--- config.mk ---
export PLATFORM = sky130hd
export DESIGN_NAME = gpio_bank
export DESIGN_NICKNAME = d
export VERILOG_FILES = /design/src/rtl/gpio_pkg.sv /design/src/rtl/gpio_in_sync.sv /design/src/rtl/gpio_pin_drv.sv /design/src/rtl/gpio_regfile.sv /design/src/rtl/gpio_bank.sv
export SDC_FILE = /design/constraint.sdc
export NUM_CORES = 1
export LEC_CHECK = 0
export ABC_AREA = 1
export BUFFER_PORTS_ARGS = -buffer_cell sky130_fd_sc_hd__buf_2
export CAP_MARGIN = 20
export CORE_ASPECT_RATIO = 1.5
export CORE_UTILIZATION = 60
export CTS_BUF_LIST = sky130_fd_sc_hd__clkbuf_8
export DETAILED_ROUTE_END_ITERATION = 6
export GPL_TIMING_DRIVEN = 0
export PLACE_DENSITY = 0.83
export REMOVE_ABC_BUFFERS = 1
export SYNTH_ARGS = -nofsm -noshare
export SYNTH_HDL_FRONTEND = slang
export SYNTH_HIERARCHICAL = 1
export SYNTH_SLANG_ARGS = --single-unit
--- constraint.sdc ---
create_clock -name clk -period 2.4 [get_ports clk]
set_clock_uncertainty 0.05 [all_clocks]
set_input_delay 0.24 -clock clk [delete_from_list [all_inputs] [get_ports clk]]
set_output_delay 0.24 -clock clk [all_outputs]
set_load 0.005 [all_outputs]
--- src/rtl/gpio_pkg.sv ---
// gpio_pkg: word indices of the register map and configuration bit positions
// shared by the register file, the checker and the top.
// Assumes byte addresses with the two low bits ignored.
package gpio_pkg;
    localparam int unsigned IDX_OUT     = 0;   // output level
    localparam int unsigned IDX_OUT_SET = 1;
    localparam int unsigned IDX_OUT_CLR = 2;
    localparam int unsigned IDX_EN      = 3;   // output enable
    localparam int unsigned IDX_EN_SET  = 4;
    localparam int unsigned IDX_EN_CLR  = 5;
    localparam int unsigned IDX_IN      = 6;   // read-only input
    localparam int unsigned IDX_CFG0    = 10;  // first per-pin config word
    localparam int unsigned CFG_ALT_BIT = 0;
    localparam int unsigned CFG_OD_BIT  = 2;
endpackage

--- src/rtl/gpio_in_sync.sv ---
// gpio_in_sync: two-flop synchronizer per bit for the asynchronous pad inputs.
// Assumes pad_in may change at any time; output lags by two rising edges.
module gpio_in_sync #(
    parameter int W = 16
) (
    input  logic         clk,
    input  logic         rst_n,
    input  logic [W-1:0] d,
    output logic [W-1:0] q
);
    logic [W-1:0] stage1;

    // Shift the pad level through two flops, cleared on reset.
    always_ff @(posedge clk) begin
        if (!rst_n) begin
            stage1 <= '0;
            q      <= '0;
        end else begin
            stage1 <= d;
            q      <= stage1;
        end
    end
endmodule

--- src/rtl/gpio_pin_drv.sv ---
// gpio_pin_drv: pad-side logic of one pin. Picks the output source, applies
// open-drain conversion and forms the value seen by the input register.
// Purely combinational; assumes the synchronized pad level is supplied.
module gpio_pin_drv (
    input  logic out_bit,
    input  logic en_bit,
    input  logic alt_sel,
    input  logic od_sel,
    input  logic alt_src,
    input  logic sync_bit,
    output logic pad_out,
    output logic pad_oe,
    output logic in_bit
);
    logic drv_val;

    // Choose the source value, then shape it into pad level and enable.
    always_comb begin
        drv_val = alt_sel ? alt_src : out_bit;
        pad_out = od_sel ? 1'b0 : drv_val;
        pad_oe  = en_bit & (od_sel ? ~drv_val : 1'b1);
        in_bit  = en_bit ? drv_val : sync_bit;
    end
endmodule

--- src/rtl/gpio_regfile.sv ---
// gpio_regfile: bus decode, output/enable registers with set and clear
// aliases, per-pin configuration bits and the registered read mux.
// Assumes one access per strobe; address bits [1:0] are ignored.
module gpio_regfile
    import gpio_pkg::*;
#(
    parameter int PINS   = 16,
    parameter int ADDR_W = 7,
    parameter int DW     = 32
) (
    input  logic              clk,
    input  logic              rst_n,
    input  logic              wr_en,
    input  logic              rd_en,
    input  logic [ADDR_W-1:0] addr,
    input  logic [DW-1:0]     wdata,
    input  logic [PINS-1:0]   in_val,
    output logic [PINS-1:0]   out_q,
    output logic [PINS-1:0]   en_q,
    output logic [PINS-1:0]   alt_q,
    output logic [PINS-1:0]   od_q,
    output logic [DW-1:0]     rdata
);
    localparam int PAD_W = DW - PINS;
    localparam int CFG_PAD = DW - 3;

    int unsigned widx;
    logic [PINS-1:0] wbits;
    logic [PINS-1:0] out_d, en_d;
    logic [DW-1:0]   rd_mux;

    // Word index and the pin-wide slice of the write data.
    always_comb begin
        widx  = int'(addr[ADDR_W-1:2]);
        wbits = wdata[PINS-1:0];
    end

    // Next value of the output and enable registers under plain/set/clear writes.
    always_comb begin
        out_d = out_q;
        en_d  = en_q;
        if (wr_en) begin
            case (widx)
                IDX_OUT:     out_d = wbits;
                IDX_OUT_SET: out_d = out_q | wbits;
                IDX_OUT_CLR: out_d = out_q & ~wbits;
                IDX_EN:      en_d  = wbits;
                IDX_EN_SET:  en_d  = en_q | wbits;
                IDX_EN_CLR:  en_d  = en_q & ~wbits;
                default: ;
            endcase
        end
    end

    // Hold output and enable state.
    always_ff @(posedge clk) begin
        if (!rst_n) begin
            out_q <= '0;
            en_q  <= '0;
        end else begin
            out_q <= out_d;
            en_q  <= en_d;
        end
    end

    // Store the two implemented bits of each configuration word.
    always_ff @(posedge clk) begin
        if (!rst_n) begin
            alt_q <= '0;
            od_q  <= '0;
        end else begin
            for (int p = 0; p < PINS; p++) begin
                if (wr_en && widx == IDX_CFG0 + p) begin
                    alt_q[p] <= wdata[CFG_ALT_BIT];
                    od_q[p]  <= wdata[CFG_OD_BIT];
                end
            end
        end
    end

    // Read mux: aliases, reserved and unmapped words return zero.
    always_comb begin
        rd_mux = '0;
        case (widx)
            IDX_OUT: rd_mux = {{PAD_W{1'b0}}, out_q};
            IDX_EN:  rd_mux = {{PAD_W{1'b0}}, en_q};
            IDX_IN:  rd_mux = {{PAD_W{1'b0}}, in_val};
            default: ;
        endcase
        for (int p = 0; p < PINS; p++) begin
            if (widx == IDX_CFG0 + p)
                rd_mux = {{CFG_PAD{1'b0}}, od_q[p], 1'b0, alt_q[p]};
        end
    end

    // Register read data; zero in cycles without a read.
    always_ff @(posedge clk) begin
        if (!rst_n) rdata <= '0;
        else        rdata <= rd_en ? rd_mux : '0;
    end
endmodule

--- src/rtl/gpio_bank.sv ---
// gpio_bank: top of the GPIO port. Joins the register file, the input
// synchronizer and one pad driver per pin.
// Assumes a single clock domain for the bus; pad_in is asynchronous.
module gpio_bank #(
    parameter int PINS   = 16,
    parameter int ADDR_W = 7,
    parameter int DW     = 32
) (
    input  logic              clk,
    input  logic              rst_n,
    input  logic              wr_en,
    input  logic              rd_en,
    input  logic [ADDR_W-1:0] addr,
    input  logic [DW-1:0]     wdata,
    output logic [DW-1:0]     rdata,
    input  logic              alt_src,
    input  logic [PINS-1:0]   pad_in,
    output logic [PINS-1:0]   pad_out,
    output logic [PINS-1:0]   pad_oe
);
    logic [PINS-1:0] out_q, en_q, alt_q, od_q, sync_q, in_val;

    gpio_regfile #(.PINS(PINS), .ADDR_W(ADDR_W), .DW(DW)) u_regs (
        .clk    (clk),
        .rst_n  (rst_n),
        .wr_en  (wr_en),
        .rd_en  (rd_en),
        .addr   (addr),
        .wdata  (wdata),
        .in_val (in_val),
        .out_q  (out_q),
        .en_q   (en_q),
        .alt_q  (alt_q),
        .od_q   (od_q),
        .rdata  (rdata)
    );

    gpio_in_sync #(.W(PINS)) u_sync (
        .clk   (clk),
        .rst_n (rst_n),
        .d     (pad_in),
        .q     (sync_q)
    );

    for (genvar i = 0; i < PINS; i++) begin : g_pin
        gpio_pin_drv u_drv (
            .out_bit  (out_q[i]),
            .en_bit   (en_q[i]),
            .alt_sel  (alt_q[i]),
            .od_sel   (od_q[i]),
            .alt_src  (alt_src),
            .sync_bit (sync_q[i]),
            .pad_out  (pad_out[i]),
            .pad_oe   (pad_oe[i]),
            .in_bit   (in_val[i])
        );
    end
endmodule

==> results of run 1 <==
[where the power goes]
group	leakage, uW	switching (uW)	internal (uW)
logic	0.00192	208	108
clock network	0.0000838	671	389
registers	0.000910	21.1	1900
total	0.00292	900	2400
[cells by family after synthesis]
logic type,count (synthesis)
AO/OA/AOI/OAI,164
flip-flops,112
other,1
AND/OR/NAND/NOR,392
buffers and inverters,168
[sequential cells by signal, summed over array words and instances, names as in the netlist]
signal         flops
u_regs/alt_q      16
u_regs/en_q       16
u_regs/od_q       16
u_regs/out_q      16
u_regs/rdata      16
u_sync/q          16
u_sync/stage1     16
[metal layers]
layer	global-route usage, %	up-vias
li1	-	2770
met1	35.5	2535
met2	55.1	244
met3	6.46	55
met4	15.6	0
met5	0	-
[timing repair]
action,CTS,global route
endpoints found under the hold margin,14,0
resized for setup,4,0
setup buffers,0,3
setup endpoints to repair,21,12
gates cloned,0,0
pin swaps,0,2
hold buffers,14,0
[tightest hold or removal path, cell delays in order]
cell and delay (ns):
buf_2 0.08, nand2_1 0.04, inv_1 0.04
[synth_stat cells (4+ instances only)]
master,number,area share [%]
a21oi_1,79,7.1
a21oi_2,17,2.7
a31oi_1,5,0.56
buf_4,17,2.3
buf_6,4,0.81
clkbuf_1,17,1.2
clkinv_1,4,0.27
dfxtp_1,112,40
inv_1,114,7.7
inv_2,9,0.61
nand2_1,272,18
nand2_2,35,4.0
nand3_1,29,2.6
nand4_1,7,0.79
nor2_1,37,2.5
nor3_1,8,0.72
o21ai_0,58,5.2
[worst paths after layout]
| path | cells past startpoint | start | endpoint |
|---|---|---|---|
| worst max-delay path | 6 | wr_en | u_regs/out_q[15]$_SDFFE_PN0P_ |
| worst min-delay path | 3 | pad_in[5] | u_sync/stage1[5]$_SDFF_PN0_ |
| worst max register to register | 17 | u_regs/alt_q[0]$_SDFFE_PN0P_ | u_regs/rdata[0]$_SDFF_PN0_ |
| worst min register to register | 2 | u_sync/stage1[2]$_SDFF_PN0_ | u_sync/q[2]$_SDFF_PN0_ |
[metrics by stage]
stage	setup slack [ns]	hold WS, ns
floorplan	0.550	0.283
global placement	-0.883	0.340
detailed placement	-0.904	0.346
CTS	0.101	0.00348
global route	0.386	0.00200
finish	0.455	0.00475
[layout make-up]
class	instances	share of cell area (%)
multi-input combinational	572	41.7
sequential	112	35.2
timing repair buffer	110	10.6
inverter	127	7.49
tap	110	2.16
clock buffer	9	1.95
clock inverter	7	0.885
==> results.cfg, run 1 <==
[drt]
num_vias = 5604
wl_met3_um = 989
wl_met2_um = 7400
routed_via_density = 5.35
ant_nets = 0
top_layer = met4
drtIter0Drc = 399
drc = 0
m1WireLength_um = 5600
routed_wl_um = 14600
drt_pass1_iterations = 5
routedWlPerCell_um = 14.0

[floorplanning]
die-area_um2 = 9620
start_util_pct = 62.3
rows = 42
ios = 124
core_area_um2 = 8880
fp.dieH_um = 120
die_w_um = 80.4

[layout]
finish.utilization_pct = 71.6
area_growth_pct = 14.9
finalNetCount = 992
final_common_cell = nand2_1
num_antenna_cells = 0
ff_latch_area_um2 = 2240
multi_input_area_um2 = 2650
final_cell_count_no_fill = 1047
fillers = 760
design_area_um2 = 6360
mostFrequentLayoutCells = nand2_1, inv_1, dfxtp_1
layout-drive-gt1-share_pct = 19.5

[synthesis]
synth.distinct_cells = 26
synthMuxAreaShare_pct = 0
synth_compound_area_share_pct = 16.7
syn-cell-area_um2 = 5540
synthXorXnorAreaFrac_pct = 0
yosysSeqAreaShare_pct = 40.5
synthAdderAreaFrac_pct = 0
synth.yosys.warnings = 6
synth-simple-area-share_pct = 29.6
synth_ff_type = dfxtp_1
synth-seq-cells = 112
synth_edf_count = 0
synth-async-reset-ratio_pct = 0
syn_avg_cell_area_um2 = 6.61
synth_top_family_by_area = simple AND/OR/NAND/NOR gates
synth_cells = 837

[placement]
dp.final_hpwl_um = 9870
placed_cells = 1014
port_buffers = 89
gp_congestion = 0.950
placed_cell_area_um2 = 6000

[power]
p_total_uw = 3290
total_leakage_power_uw = 0.00292
power_density_nw_per_um2 = 518
ir_drop_mv = 0.317

[timing]
finalSetupTns_ns = 0
slew_headroom_pct = 47.7
drv_slew = 0
finalSetupViolations = 0
period_share_pct = 81.0
fmax_mhz = 514
final-hold-violation-count = 0
fin_crit_ns = 1.94
tightest_slew_ns = 0.782
rsz0062_at_grt = no

[cts]
tritoncts = built
clockBufferDepth = 2
clk_latency_ns = 0.38
cts-htree-levels = 3
cts_root_buf = clkbuf_8
clkTransAtPathRegs_ns = 0.11
numCtsBuffers = 9
cts_sinks = 112

[global_routing]
grt_pass1_vias = 5385
grt_max_degree = 57
antenna_found_initial = 0
track_usage_pct = 31.6
overflow = 0
grt_pass1_wl_um = 23500

[worst_setup_path]
cp.required_ns = 2.65
slowest_delay_ns = 0.67
r2r_slack_ns = 0.57
critPathMaxFanout = 21
endpoint_kind = register
cpMaxStageDelayCell = nor3_2
critical_path.top_delay_family = buffers and inverters
worstSetupStartpointType = input pin
path_buf_inv = 3
path_class = in2reg
cp_data_arrival_time_ns = 2.19
crit_chain = buf_2, clkinv_1, nor3_2, buf_6, nand2_1, a21oi_1

[worst_hold_path]
hp-class = in2reg

[run_status]
outcome = complete, no violations

[job]
cap_violations = 0
Note: power is estimated with default switching activity, not from simulation.
==> inputs of run 2 (changes only) <==
- CORE_UTILIZATION: 60 -> 56
- PLACE_DENSITY: 0.83 -> 0.78
- clock period: 2.4 -> 1.95 ns (I/O delays scaled with it)
==> results.cfg, run 2 (synthesized netlist as in run 1, its figures left out) <==
[power]
comb_power_share_pct = 9.4
netSwitchingFraction_pct = 26.1
power_density_nw_per_um2 = 648
switchingPower_uw = 1090
total_leakage_power_uw = 0.00295
internal_power_uw = 3080
ir_drop_mv = 0.400
pwr-share-clk_pct = 34.0
p_seq_share_pct = 56.7

[timing]
period_share_pct = 92.8
final-hold-violation-count = 0
fmax_mhz = 553
drv_slew = 0
rsz0062_at_grt = no
slew_headroom_pct = 48.9
fin_crit_ns = 1.81
tightest_slew_ns = 0.764
finalSetupViolations = 0
whs_ns = 0.0281

[placement]
port_buffers = 89
gp_congestion = 0.858
placed_cells = 1019
dp.final_hpwl_um = 9070

[drt]
routed_wl_um = 13800
drt_pass1_iterations = 6
drtIter0Drc = 362
num_vias = 5387
routed_via_density = 5.11
ant_nets = 0
drc = 0
routedWlPerCell_um = 13.1

[global_routing]
overflow = 0
track_usage_pct = 26.9
grt_pass1_wl_um = 21700
grt_max_degree = 57
grt_pass1_vias = 4636
antenna_found_initial = 0

[worst_setup_path]
path_class = in2reg
cp.depth = 11
worstSetupStartpointType = input pin
crit_path_frequent_cell = inv_2
endpoint_kind = register
slowest_delay_ns = 0.43
crit_chain = buf_2, inv_2, nand2_1, nor2_2, inv_2, nor2_4, inv_2, a21oi_4, o31a_4, nand2_1, a21oi_1
cp_data_arrival_time_ns = 2.07
rr_worst_depth = 17
cp.required_ns = 2.21
critical_path.top_delay_family = simple AND/OR/NAND/NOR gates
critPathMaxFanout = 16
path_buf_inv = 4
cpMaxStageDelayCell = nor2_4

[run_status]
outcome = complete, no violations

[layout]
area_growth_pct = 16.1
mostFrequentLayoutCells = nand2_1, inv_1, dfxtp_1
layout-drive-gt1-share_pct = 19.7
num_antenna_cells = 0
finalNetCount = 994
final_common_cell = nand2_1
fillers = 893
final_cell_count_no_fill = 1054

[floorplanning]
core_area_um2 = 9630
start_util_pct = 57.5
die_w_um = 83.2
rows = 44
ios = 124
die-area_um2 = 10300
fp.dieH_um = 124

[cts]
tritoncts = built
clk_latency_ns = 0.38
cts_root_buf = clkbuf_8
clkTransAtPathRegs_ns = 0.11
cts_sinks = 112
clockBufferDepth = 2
numCtsBuffers = 9
cts-htree-levels = 3

[worst_hold_path]
hp-class = in2reg
hold_path_depth = 3

[job]
cap_violations = 0
## run 2: routing by layer
| layer | global-route usage (%) | up-vias | routed length [um] |
|---|---|---|---|
| li1 | - | 2772 | - |
| met1 | 31.4 | 2397 | 5590 |
| met2 | 49.3 | 193 | 7030 |
| met3 | 4.37 | 25 | 915 |
| met4 | 10.8 | 0 | 295 |
| met5 | 0 | - | 0 |
## run 2: repair_timing
item / CTS / global route
hold endpoints to repair: 16 / 0
hold buffers: 16 / 0
resized for setup: 4 / 4
setup endpoints to repair: 49 / 9
setup buffers: 3 / 0
pin swaps: 2 / 0
## run 2: cell type report
type | count | area (um2) | share of cell area, %
Timing Repair Buffer | 112 | 692 | 10.8
Sequential cell | 112 | 2240 | 34.9
Tap cell | 115 | 144 | 2.24
Clock inverter | 7 | 81.3 | 1.27
Clock buffer | 9 | 124 | 1.93
Inverter | 127 | 477 | 7.42
Multi-Input combinational cell | 572 | 2670 | 41.5
## run 2: stage by stage
step / instance area [um2] / utilization (%) / setup WS (ns) / TNS [ns] / total power [uW]
after floorplan: 5340 / - / 0.145 / 0 / 2590
after global placement: 5930 / 61.6 / -1.32 / -58.15 / 2750
after detailed placement: 6000 / 62.3 / -1.28 / -41.81 / 2760
after CTS: 6410 / 66.6 / 0.140 / 0 / 4190
after global routing: 6430 / 66.7 / 0.0212 / 0 / 4330
final: 6430 / 66.7 / 0.141 / 0 / 4160
## run 2: tightest hold or removal path, delay by kind of cell
| kind | cells | cell delay (ns) |
|---|---|---|
| AOI/OAI and AO/OA | 1 | 0.05 |
| and+or+nand+nor | 1 | 0.06 |
| buffers and inverters | 1 | 0.12 |
## run 2: power by group through the flow
| stage | logic (uW) | registers (uW) | clock network (uW) |
|---|---|---|---|
| 2_1_floorplan | 178 | 2410 | 0 |
| 6_report | 390 | 2360 | 1410 |
| 3_5_place_dp | 349 | 2410 | 0 |
| 4_1_cts | 382 | 2360 | 1450 |
| 5_1_grt | 431 | 2370 | 1530 |
| 3_3_place_gp | 334 | 2410 | 0 |
## run 2: final timing paths
kind | from | endpoint | slack [ns]
setup reg to reg | u_regs/alt_q[2]$_SDFFE_PN0P_ | u_regs/rdata[2]$_SDFF_PN0_ | 0.14
setup / recovery | addr[5] | u_regs/en_q[13]$_SDFFE_PN0P_ | 0.14
hold reg to reg | u_sync/stage1[3]$_SDFF_PN0_ | u_sync/q[3]$_SDFF_PN0_ | 0.37
hold / removal | wdata[14] | u_regs/en_q[14]$_SDFFE_PN0P_ | 0.03
